`config.mk`:
```
export PLATFORM = sky130hd
export DESIGN_NAME = nvsr_guard_ctrl
export DESIGN_NICKNAME = d
export VERILOG_FILES = /design/src/rtl/nvsr_pkg.sv /design/src/rtl/nvsr_pin_edge.sv /design/src/rtl/nvsr_dwell_timer.sv /design/src/rtl/nvsr_latches.sv /design/src/rtl/nvsr_guard_ctrl.sv
export SDC_FILE = /design/constraint.sdc
export NUM_CORES = 1
export LEC_CHECK = 0
export BUFFER_PORTS_ARGS = -buffer_cell sky130_fd_sc_hd__buf_2
export CAP_MARGIN = 20
export CORE_AREA = 2 2 61 52
export CTS_CLUSTER_SIZE = 30
export DETAILED_ROUTE_END_ITERATION = 10
export DIE_AREA = 0 0 63 54
export GPL_ROUTABILITY_DRIVEN = 0
export GPL_TIMING_DRIVEN = 0
export SYNTH_ARGS = -nofsm -noshare
export SYNTH_HDL_FRONTEND = slang
export SYNTH_SLANG_ARGS = --single-unit
```
`constraint.sdc`:
```
create_clock -name clk -period 1.62 [get_ports clk]
set_clock_uncertainty 0.15 [all_clocks]
set_input_delay 0.405 -clock clk [delete_from_list [all_inputs] [get_ports clk]]
set_output_delay 0.405 -clock clk [all_outputs]
set_load 0.1 [all_outputs]
```
`src/rtl/nvsr_pkg.sv`:
```
package nvsr_pkg;

  localparam logic [2:0] OPC_WDIS = 3'b000;
  localparam logic [2:0] OPC_STO  = 3'b001;
  localparam logic [2:0] OPC_WEN  = 3'b100;
  localparam logic [2:0] OPC_RCL  = 3'b101;

  typedef enum logic [2:0] {
    ST_PUP,
    ST_HOLD,
    ST_IDLE,
    ST_STORE,
    ST_RECALL
  } nv_state_e;

  function automatic logic store_permitted(input logic rcl, input logic wen, input logic low);
    return rcl & wen & ~low;
  endfunction

  function automatic int unsigned max3(input int unsigned a, input int unsigned b,
                                       input int unsigned c);
    int unsigned m;
    m = (a > b) ? a : b;
    return (m > c) ? m : c;
  endfunction

endpackage

```
`src/rtl/nvsr_pin_edge.sv`:
```
module nvsr_pin_edge #(
  parameter int unsigned STAGES = 2
) (
  input  logic clk,
  input  logic rst_n,
  input  logic pin_n,
  output logic fall
);
  logic [STAGES-1:0] sync_q;
  logic              prev_q;

  generate
    for (genvar i = 0; i < STAGES; i++) begin : g_sync
      always_ff @(posedge clk or negedge rst_n) begin
        if (!rst_n) sync_q[i] <= 1'b1;
        else if (i == 0) sync_q[i] <= pin_n;
        else sync_q[i] <= sync_q[(i == 0) ? 0 : i-1];
      end
    end
  endgenerate

  always_ff @(posedge clk or negedge rst_n) begin
    if (!rst_n) prev_q <= 1'b1;
    else prev_q <= sync_q[STAGES-1];
  end

  assign fall = prev_q & ~sync_q[STAGES-1];

  // a held-low pin gives a single edge
  p_single_fall_r7: assert property (@(posedge clk) disable iff (!rst_n)
    fall |=> !fall);

endmodule

```
`src/rtl/nvsr_dwell_timer.sv`:
```
module nvsr_dwell_timer #(
  parameter int unsigned W = 8
) (
  input  logic         clk,
  input  logic         rst_n,
  input  logic         load,
  input  logic [W-1:0] load_val,
  output logic         expired
);
  logic [W-1:0] cnt_q;

  always_ff @(posedge clk or negedge rst_n) begin
    if (!rst_n) cnt_q <= '0;
    else if (load) cnt_q <= load_val;
    else if (cnt_q != '0) cnt_q <= cnt_q - 1'b1;
  end

  assign expired = (cnt_q == '0);

  // busy length follows a steady one-per-cycle count
  p_count_step_r4: assert property (@(posedge clk) disable iff (!rst_n)
    (!load && cnt_q != '0) |=> (cnt_q == $past(cnt_q) - 1'b1));

endmodule

```
`src/rtl/nvsr_latches.sv`:
```
module nvsr_latches (
  input  logic clk,
  input  logic rst_n,
  input  logic set_wen,
  input  logic clr_wen,
  input  logic supply_low,
  input  logic recall_evt,
  output logic wen,
  output logic rcl
);
  always_ff @(posedge clk or negedge rst_n) begin
    if (!rst_n) wen <= 1'b0;
    else if (supply_low || clr_wen) wen <= 1'b0;
    else if (set_wen) wen <= 1'b1;
  end

  always_ff @(posedge clk or negedge rst_n) begin
    if (!rst_n) rcl <= 1'b0;
    else if (recall_evt) rcl <= 1'b1;
  end

  // the enable latch only rises after an enable request
  p_wen_needs_set_r2: assert property (@(posedge clk) disable iff (!rst_n)
    $rose(wen) |-> $past(set_wen));

  // a low supply clears the enable latch on the next edge
  p_low_clears_wen_r6: assert property (@(posedge clk) disable iff (!rst_n)
    supply_low |=> !wen);

endmodule

```
`src/rtl/nvsr_guard_ctrl.sv`:
```
module nvsr_guard_ctrl
  import nvsr_pkg::*;
#(
  parameter int unsigned STORE_CYC   = 64,
  parameter int unsigned RECALL_CYC  = 4,
  parameter int unsigned PUP_CYC     = 16,
  parameter int unsigned SYNC_STAGES = 2
) (
  input  logic       clk,
  input  logic       rst_n,
  input  logic       cmd_valid,
  input  logic [2:0] cmd_op,
  input  logic       cmd_active,
  input  logic       store_n,
  input  logic       recall_n,
  input  logic       supply_low,
  output logic       store_strobe,
  output logic       recall_strobe,
  output logic       busy,
  output logic       wen_latch,
  output logic       rcl_latch
);
  localparam int unsigned LONGEST = max3(STORE_CYC, RECALL_CYC, PUP_CYC);
  localparam int unsigned CW      = $clog2(LONGEST + 1);

  nv_state_e state_q, state_d;
  logic st_fall, rc_fall, expired;
  logic store_req, rcl_req, idle, go_store, go_rcl, store_done;
  logic set_wen, clr_wen, tmr_load;
  logic [CW-1:0] tmr_val;

  nvsr_pin_edge #(.STAGES(SYNC_STAGES)) u_st_edge (
    .clk(clk), .rst_n(rst_n), .pin_n(store_n), .fall(st_fall));
  nvsr_pin_edge #(.STAGES(SYNC_STAGES)) u_rc_edge (
    .clk(clk), .rst_n(rst_n), .pin_n(recall_n), .fall(rc_fall));

  assign idle       = (state_q == ST_IDLE);
  assign store_req  = (cmd_valid && cmd_op == OPC_STO) || (st_fall && !cmd_active);
  assign rcl_req    = (cmd_valid && cmd_op == OPC_RCL) || (rc_fall && !cmd_active);
  assign go_store   = idle && store_req && store_permitted(rcl_latch, wen_latch, supply_low);
  assign go_rcl     = idle && rcl_req && !go_store;
  assign store_done = (state_q == ST_STORE) && expired;
  assign set_wen    = idle && cmd_valid && cmd_op == OPC_WEN && !go_store && !go_rcl;
  assign clr_wen    = store_done || (idle && cmd_valid && cmd_op == OPC_WDIS && !go_store && !go_rcl);

  nvsr_latches u_latches (
    .clk(clk), .rst_n(rst_n), .set_wen(set_wen), .clr_wen(clr_wen),
    .supply_low(supply_low), .recall_evt(go_rcl), .wen(wen_latch), .rcl(rcl_latch));

  always_comb begin
    tmr_load = 1'b1;
    tmr_val  = CW'(PUP_CYC - 1);
    if (go_store) tmr_val = CW'(STORE_CYC - 1);
    else if (go_rcl) tmr_val = CW'(RECALL_CYC - 1);
    else if (state_q != ST_PUP) tmr_load = 1'b0;
  end

  nvsr_dwell_timer #(.W(CW)) u_timer (
    .clk(clk), .rst_n(rst_n), .load(tmr_load), .load_val(tmr_val), .expired(expired));

  always_comb begin
    state_d = state_q;
    case (state_q)
      ST_PUP:    state_d = ST_HOLD;
      ST_IDLE:   if (go_store) state_d = ST_STORE;
                 else if (go_rcl) state_d = ST_RECALL;
      default:   if (expired) state_d = ST_IDLE;
    endcase
  end

  always_ff @(posedge clk or negedge rst_n) begin
    if (!rst_n) begin
      state_q       <= ST_PUP;
      store_strobe  <= 1'b0;
      recall_strobe <= 1'b0;
    end else begin
      state_q       <= state_d;
      store_strobe  <= go_store;
      recall_strobe <= go_rcl || (state_q == ST_PUP);
    end
  end

  assign busy = !idle;

  // a store strobe only follows a cycle with both latches set and a good supply
  p_store_guard_r4: assert property (@(posedge clk) disable iff (!rst_n)
    store_strobe |-> $past(rcl_latch && wen_latch && !supply_low));

  // the end of a store leaves the enable latch clear
  p_wen_clr_store_r2: assert property (@(posedge clk) disable iff (!rst_n)
    store_done |=> !wen_latch);

  // never both transfers at once, and nothing starts out of a busy cycle
  p_one_strobe_r5: assert property (@(posedge clk) disable iff (!rst_n)
    !(store_strobe && recall_strobe));
  p_no_start_busy_r5: assert property (@(posedge clk) disable iff (!rst_n)
    store_strobe |-> !$past(busy));

  // a granted recall gives a strobe together with the recall latch
  p_rcl_sets_latch_r3: assert property (@(posedge clk) disable iff (!rst_n)
    go_rcl |=> (recall_strobe && rcl_latch && busy));

endmodule

```
## Word-level counts from Yosys, hierarchy flattened

Cells that the tools add are included.

- Flip-flop bits (word level): 20
- Input port bits: 10
- Output and inout port bits: 5
- Logic and storage cells: 73

- $add $sub $neg: 1
- Eq/ne operators: 6
- Multiplexer cells: 13
- Bitwise logic cells: 7
- Reductions and logical operators: 34

Operator list:

| kind | count |
|---|---|
| $logic_and A1 B1 Y1 | 16 |
| $mux W7 | 2 |
| $mux W3 | 3 |
| $logic_not A7 Y1 | 1 |
| $reduce_bool A7 Y1 | 1 |
| $sub A7 B1 Y7 const B | 1 |
| $eq A3 B2 Y1 const B | 2 |
| $eq A3 B3 Y1 const B | 2 |
| $logic_not A3 Y1 | 2 |
| $mux W6 | 1 |
| $pmux W3 S2 | 1 |
| $reduce_bool A3 Y1 | 2 |
| $logic_or A1 B1 Y1 | 5 |
| $mux W1 | 5 |
| $and A1 B1 Y1 | 4 |
| $logic_not A1 Y1 | 4 |
| $mux W4 | 1 |
| $reduce_bool A2 Y1 | 2 |
| $eq A3 B1 Y1 const B | 1 |
| $ne A3 B1 Y1 const B | 1 |
| $not A1 Y1 | 3 |
| $reduce_and A2 Y1 | 1 |

## Logic depth before layout (Yosys ltp)

Gate-level depths: netlist of run 1.

- Depth after elaboration: 13
- Depth in mapped cells: 6
- Gate-level depth less buffers: 6

## Hierarchy

A second synthesis of run 1 with hierarchy kept.

- Cells, all modules: 94
- Area, all modules: 1,032.2 um^2

Modules (own cells, without submodules):

| module | instances | cells an instance | area each (um^2) | seq. area each (um^2) |
|---|---|---|---|---|
| nvsr_dwell_timer | 1 | 43 | 434.2 | 175.2 |
| nvsr_guard_ctrl | 1 | 38 | 347.8 | 125.1 |
| nvsr_pin_edge | 2 | 4 | 92.6 | 78.8 |
| nvsr_latches | 1 | 5 | 65.1 | 50.0 |

## Worst setup path before layout of run 1

Ideal clock, no wire load.

- Path kind: reg-to-reg
- Start: register u_latches.rcl
- End: register u_latches.wen
- Library setup time: 119 ps
- Data arrival time: 1,666 ps
- Required time: 1,351 ps
- Slack: -315 ps
- Stages on the path, launching flop included: 4
- Path buffers: 0
- Clock period less this slack: 1,935 ps
- Path through: dfrtp_1 > o2111ai_4 > and4_1 > o21a_1

- Longest elaborated chain between the ends: 10
- Elaborated cells between the ends (all ways): 14
- Classes of those cells: mux: 1; bitwise: 2; reduce/logical: 11

Ends and longest elaborated chain:

| element | RTL line | RTL |
|---|---|---|
| start: declaration | nvsr_latches.sv:9 | `output logic rcl` |
| start signal: assignment | nvsr_latches.sv:18 | `if (!rst_n) rcl <= 1'b0;` |
| start signal: assignment | nvsr_latches.sv:19 | `else if (recall_evt) rcl <= 1'b1;` |
| $and A1 B1 Y1 * (2 in series) | nvsr_pkg.sv:17 | `return rcl & wen & ~low;` |
| $logic_and A1 B1 Y1 * | nvsr_guard_ctrl.sv:40 | `assign go_store = idle && store_req && store_permitted(rcl_latch, wen_latch, supply_low);` |
| $logic_not A1 Y1 * | nvsr_guard_ctrl.sv:41, nvsr_guard_ctrl.sv:43, nvsr_guard_ctrl.sv:44 |  |
| $logic_and A1 B1 Y1 | nvsr_guard_ctrl.sv:41 | `assign go_rcl = idle && rcl_req && !go_store;` |
| $logic_not A1 Y1 | nvsr_guard_ctrl.sv:43, nvsr_guard_ctrl.sv:44 |  |
| $logic_and A1 B1 Y1 | nvsr_guard_ctrl.sv:44 | `assign clr_wen = store_done \|\| (idle && cmd_valid && cmd_op == OPC_WDIS && !go_store && !go_rcl);` |
| $logic_or A1 B1 Y1 | nvsr_guard_ctrl.sv:44 |  |
| $logic_or A1 B1 Y1 | nvsr_latches.sv:13 | `else if (supply_low \|\| clr_wen) wen <= 1'b0;` |
| $mux W1 / $reduce_bool A2 Y1 (equally long branches) | -- |  |
| end signal: assignment | nvsr_latches.sv:12 | `if (!rst_n) wen <= 1'b0;` |
| end signal: assignment | nvsr_latches.sv:13 |  |
| end signal: assignment | nvsr_latches.sv:14 | `else if (set_wen) wen <= 1'b1;` |
| end: declaration | nvsr_latches.sv:8 | `output logic wen,` |

Mark *: on every way between the ends. The rest lies on a longest branch, timed or not.
A chain may end at the register's enable or synchronous reset.

## Worst setup path after layout of run 1

- Start: register state_q[0]
- End: output busy

- Longest elaborated chain between the ends: 2

Ends and longest elaborated chain:

| element | RTL line | RTL |
|---|---|---|
| start: declaration | nvsr_guard_ctrl.sv:26 | `nv_state_e state_q, state_d;` |
| start signal: assignment | nvsr_guard_ctrl.sv:77 | `state_q <= state_d;` |
| $eq A3 B2 Y1 | nvsr_guard_ctrl.sv:37 | `assign idle = (state_q == ST_IDLE);` |
| $logic_not A1 Y1 | nvsr_guard_ctrl.sv:83 | `assign busy = !idle;` |
| end: declaration | nvsr_guard_ctrl.sv:19 | `output logic busy,` |

Every way passes these cells.

==> results.md, run 1 <==
- Fin cells: around 150
- VDD IR max: ~0.00050 V
- Clock buffer depth: 2
- Most frequent cells in the layout: buf_4 (12), buf_2 (9), dfrtp_1 (9)
- Layout net count: 127
- Worst-margin pin slew: roughly 0.44 ns
- DRC: 0
- Required @ worst endpoint: ~1.1 ns
- Fin crit share: 117%
- Syn Inst Count: slightly above 80
- IO buf count: 14
- CP Launch Point: state_q[0]$_DFFE_PN0P_
- GR Util met2: between 20 and 25%
- First-pass detailed-route iteration total: 4
- TritonCTS clock tree: yes
- GRT met3 Usage: under 10%
- Syn. warnings: 0
- Via-to-Cell Ratio: between 4 and 5
- Max_slew headroom: a little over two thirds
- Fin util: 48.8%
- Place WS: -0.272 ns
- Crit Path Category: flop to output pin
- Gr usage total: about an eighth
- Final worst slack: -0.273 ns
- Vias in the first global route: about 720
- Unrepaired setup endpoints after global routing: true
- Starting density of the core: 32.8%
- DRT Wirelength: around 2200 um
- Post-placement cell count: about 140
- Failing checks: setup timing
- Pleak: about 0.61 nW
- Largest net degree at the start of global routing: 21
- Launch point of the worst reg-to-reg path: state_q[2]$_DFFE_PN0P_
- Core Box Area: between 2000 and 3000 sq um
- Critical path capture point type: output pin
- IO Pins: 15
- Hold_sp: recall_n
- Final hold vios: 0
- Prevailing post-synth register cell: dfrtp_1
- Power Dens Cells: roughly 1700 nW/um^2
- Antenna violations before repair: 0
- Final ANT Viol Nets: 0
- CTS Buf Count: 3
- HPWL after detailed placement: roughly 1400 um
- Synthesized area per cell: between 10 and 15 sq um
- Inserted Diodes: 0
- Clock Sinks: 20
- Sequential element share of the synthesized area: between 50% and 60%
- Worst-path clk slew: 0.11 ns
- Asr flop ratio synth: between 90% and 100%
- Die Height: roughly 54 um
- Fin. max-slew vios: 0
- Initial DRC count: 42
- Die Area: 3400 sq um
- #FFs+latches synth: 20
- Synth Cell Area: roughly 940 sq um
- Clock H-tree levels: 1
- Total gr overflow: 0
- DR vias: about 750
- Max Fclk: between 0.5 and 0.6 GHz
- CP Data Arrival Time: around 1.3 ns
- Most common cell after layout, fill and taps aside: buf_4
- Met1 Usage GRT: between 10% and 20%
- Clk_lat worst skew: 0.30 ns
- Final setup vio count: 13
- Setup total negative slack: -1.29 ns
- Post-synth EDFFs: 0
- Worst hold-check path type: input pin to flop
- Filler Cell Count: roughly 280
- Cell variety after synth: 33
- Crit path max fanout: 2
- Max Cap Viol: 0
- WL/cell: about 14 um
- CP startpoint kind: flop
- Root Buffer: clkbuf_4
- Status: finished with violations
- Reg-to-reg slack, setup: -0.17 ns
- Num rows: 18
- Synthesized Nets: 93
- GRT busiest layer: met2
- Global-route wire length before repair: around 3300 um
- Die W: between 60 and 70 um
- P&R area growth vs syn: 48.9%
- Min Tclk post-route: ~1.9 ns
- Layout cells sized above 1: between 50% and 60%
metrics by stage:
step / area, sq um / hold slack [ns] / total power [W]
global placement: 1060 / 0.195 / 0.00152
CTS: 1280 / 0.0328 / 0.00222
floorplan: 942 / -0.0406 / 0.00138
finish: 1400 / 0.0416 / 0.00240
detailed placement: 1060 / 0.197 / 0.00156
global route: 1400 / 0.0192 / 0.00255
path summary, 6_finish.rpt:
check / end / depth (start not counted)
hold reg to reg: u_rc_edge.sync_q[1]$_DFF_PN1_ / 0
hold / removal: u_rc_edge.sync_q[0]$_DFF_PN1_ / 1
setup / recovery: busy / 2
setup reg to reg: u_latches.wen$_DFFE_PN0P_ / 5
max in group asynchronous: u_rc_edge.prev_q$_DFF_PN1_ / 2
min in group asynchronous: u_timer.cnt_q[2]$_DFFE_PN0P_ / 2
routing by layer:
| metal | wire [um] | part of all wire, % |
|---|---|---|
| met4 | 8 | 0.37 |
| met5 | 0 | 0 |
| met1 | 965 | 45 |
| met3 | 60 | 2.8 |
| met2 | 1120 | 52 |
area by class of cell:
type | count | area [sq um] | area share (%)
Clock buffer | 3 | 22.5 | 1.61
Inverter | 5 | 21.3 | 1.52
Sequential cell | 20 | 514 | 36.9
Tap cell | 40 | 50.0 | 3.59
Timing Repair Buffer | 29 | 229 | 16.4
Clock inverter | 1 | 30.0 | 2.15
Multi-Input combinational cell | 56 | 528 | 37.8
state kept, by name (all words and copies together), names as in the netlist:
name	flops
u_st_edge.prev_q	1
u_timer.cnt_q	7
state_q	3
u_rc_edge.prev_q	1
recall_strobe	1
u_rc_edge.sync_q	2
u_latches.wen	1
store_strobe	1
u_st_edge.sync_q	2
u_latches.rcl	1
synth_stat cells (all sizes together) (2+ instances only):
library cell | number | share of area, %
xnor2 | 3 | 2.8
a31oi | 2 | 1.3
nor3 | 2 | 1.1
a21boi | 2 | 1.6
o21ai | 5 | 2.7
nand2 | 9 | 3.6
or3 | 2 | 1.3
ha | 2 | 2.7
dfstp | 6 | 17
inv | 5 | 2.0
a21oi | 3 | 1.6
nor4b | 2 | 4.1
nor2b | 3 | 2.0
or3b | 2 | 2.1
dfrtp | 14 | 37
and2 | 2 | 1.3
nor2 | 3 | 1.2
nor3b | 3 | 2.4
worst max-delay path, stage by stage (launching register included):
cell and delay [ns]:
dfrtp_2 0.43, or3b_4 0.42, buf_12 0.18
kinds of logic after synthesis:
kind of cell             share of synthesized area (%)
adder cells (fa/ha/maj)                           2.67
multiplexers                                      1.07
AND/OR/NAND/NOR                                   23.6
XOR/XNOR                                          2.80
buffers and inverters                             2.00
AO/OA/AOI/OAI                                     13.6
flip-flops                                        54.2
timing repair:
action                                  CTS  global route
resized for setup                        26            19
buffers inserted                         10             5
endpoints found under the hold margin    14             0
pin swaps                                 6             5
hold buffers                              1             0
endpoints found under the setup margin   17            15
where the power goes:
group	internal (W)	leakage, nW	total (W)	switching (W)
logic	0.000518	0.356	0.00119	0.000667
registers	0.000666	0.230	0.000807	0.000141
clock network	0.000250	0.0279	0.000409	0.000159
total	0.00143	0.615	0.00240	0.000968
Note: power is estimated with default switching activity, not from simulation.
==> run 2, diff against run 1 <==
- HOLD_SLACK_MARGIN: not set -> 0.1
- clock period: 1.62 -> 2.4 ns (I/O delays scaled with it)
==> results.md, run 2 (same netlist as run 1, synthesis figures left out) <==
- Status: finished, final reports clean
- Pleak: about 0.49 nW
- Final hold vios: 0
- Starting density of the core: 32.8%
- CP Data Arrival Time: 1.54 ns
- Clock buffer depth: 2
- Top delay family on crit path: flip-flops
- Clock power share: about a fifth
- Top reg by flops: u_timer.cnt_q
- Crit Path Category: flop to output pin
- Num rows: 18
- P&R area growth vs syn: 19.5%
- CP Launch Point: state_q[2]$_DFFE_PN0P_
- Most frequent cells in the layout: buf_2 (14), dfrtp_1 (14), nand2_1 (9)
- HPWL after detailed placement: roughly 1400 um
- Reg-to-reg slack, setup: 0.54 ns
- Clock H-tree levels: 1
- Fin crit share: between 90% and 100%
- Hold slack: 0.214 ns
- Place WS: about 0.30 ns
- Largest register FFs: 7
- IO buf count: 14
- Net Sw Frac: roughly 40%
- Critical path capture point type: output pin
- Worst path cell trace: or3b_4 -> buf_2
- Slowest library cell on the worst path: dfrtp_1
- WL/cell: roughly 13 um
- Max Fclk: 0.437 GHz
- Max_slew headroom: about two thirds
- Die Area: 3400 sq um
- Max Cap Viol: 0
- Global-route wire length before repair: 2640 um
- Setup Buffers After CTS: 0
- Setup total negative slack: 0 ns
- Root Buffer: clkbuf_4
- Crit path max fanout: 7
- CP peak stage delay: roughly 0.48 ns
- Worst hold-check path type: flop to flop
- Seq pwr share: a little over two fifths
- DR vias: between 600 and 700
- Min Tclk post-route: about 2.3 ns
- Clk_lat worst skew: ~0.30 ns
- Hold Crit Depth: 0
- CP startpoint kind: flop
- Largest registers: u_timer.cnt_q (7), state_q (3)
- Via-to-Cell Ratio: between 4 and 5
- Fin. max-slew vios: 0
- Gate power share: around 37%
- CTS Buf Count: 3
- Final ANT Viol Nets: 0
- Hold_sp: u_rc_edge.sync_q[0]$_DFF_PN1_
- DRC: 0
- Worst Reg-to-Reg Cells: 4
- VDD IR max: about 0.00027 V
- First-pass detailed-route iteration total: 4
- Worst-margin pin slew: about 0.5 ns
- Worst-path clk slew: 0.11 ns
- Levels on crit path: 2
- Power Dens Cells: 1160 nW/um^2
- Reg area: slightly above 500 sq um
- IO Pins: 15
- Multi-input gate area: slightly above 400 sq um
- Layout cells sized above 1: between 30% and 40%
- Clock Sinks: 20
- Die W: 63 um
- Required @ worst endpoint: approximately 1.7 ns
- Design Power: around 0.0013 W
- Final worst slack: 0.109 ns
- Sw Pwr: slightly above 0.0005 W
- Die Height: ~54 um
- Vias in the first global route: between 500 and 600
- Antenna violations before repair: 0
- Inserted Diodes: 0
- Gr usage total: 10.7%
- DRT Wirelength: 1780 um
- Initial DRC count: 24
- Layout net count: approximately 110
- Total gr overflow: 0
- Filler Cell Count: approximately 280
- Cell internal pwr: approximately 0.0008 W
- Unrepaired setup endpoints after global routing: false
- Core Box Area: about 2900 sq um
- TritonCTS clock tree: yes
- Launch point of the worst reg-to-reg path: u_rc_edge.prev_q$_DFF_PN1_
- Largest net degree at the start of global routing: 21
- Final setup vio count: 0
- WP buf/inv: 1
[run 2: metal layers]
layer / GRT usage (%) / vias up / part of all wire [%]
met5: 0 / - / 0
met1: 12.9 / 322 / 43
met3: 1.46 / 2 / 2.4
met4: 7.78 / 0 / 1.6
li1: - / 326 / -
met2: 17.9 / 12 / 53
[run 2: final cells by class]
| cell class | count | area share (%) |
|---|---|---|
| timing repair buffer | 15 | 7.15 |
| clock inverter | 1 | 2.68 |
| tap | 40 | 4.47 |
| multi-input combinational | 56 | 36.6 |
| inverter | 5 | 1.68 |
| sequential | 20 | 45.4 |
| clock buffer | 3 | 2.01 |
[run 2: path summary, 6_finish.rpt]
| path | endpoint |
|---|---|
| setup / recovery | busy |
| hold / removal | u_rc_edge.sync_q[1]$_DFF_PN1_ |
| setup reg to reg | recall_strobe$_DFF_PN0_ |
| hold reg to reg | u_rc_edge.sync_q[1]$_DFF_PN1_ |
| max in group asynchronous | u_st_edge.prev_q$_DFF_PN1_ |
| min in group asynchronous | u_timer.cnt_q[0]$_DFFE_PN0P_ |
[run 2: what timing repair did]
item,4_1_cts,5_1_grt
hold buffers,1,0
gates resized for setup,0,0
setup endpoints to repair,0,0
hold endpoints to repair,14,0
[run 2: through the flow]
step	instances	util (%)	instance area [sq um]
2_1_floorplan	81	-	937
3_3_place_gp	135	37.0	1060
3_5_place_dp	135	37.0	1060
4_1_cts	140	39.2	1120
5_1_grt	140	39.2	1120
6_report	140	39.2	1120
[run 2: power by group through the flow]
stage,Sequential [W],Combinational (W),Clock [W]
after CTS,0.000551,0.000487,0.000284
after global placement,0.000550,0.000467,0
after detailed placement,0.000558,0.000484,0
final,0.000551,0.000478,0.000274
after floorplan,0.000634,0.000293,0
after global routing,0.000565,0.000528,0.000301
[run 2: worst reg2reg max path: stages, from the launching register on]
cell and delay, ns:
dfstp_2 0.52, or3b_1 0.41, a21boi_0 0.39, nand3_1 0.20, o31ai_1 0.11
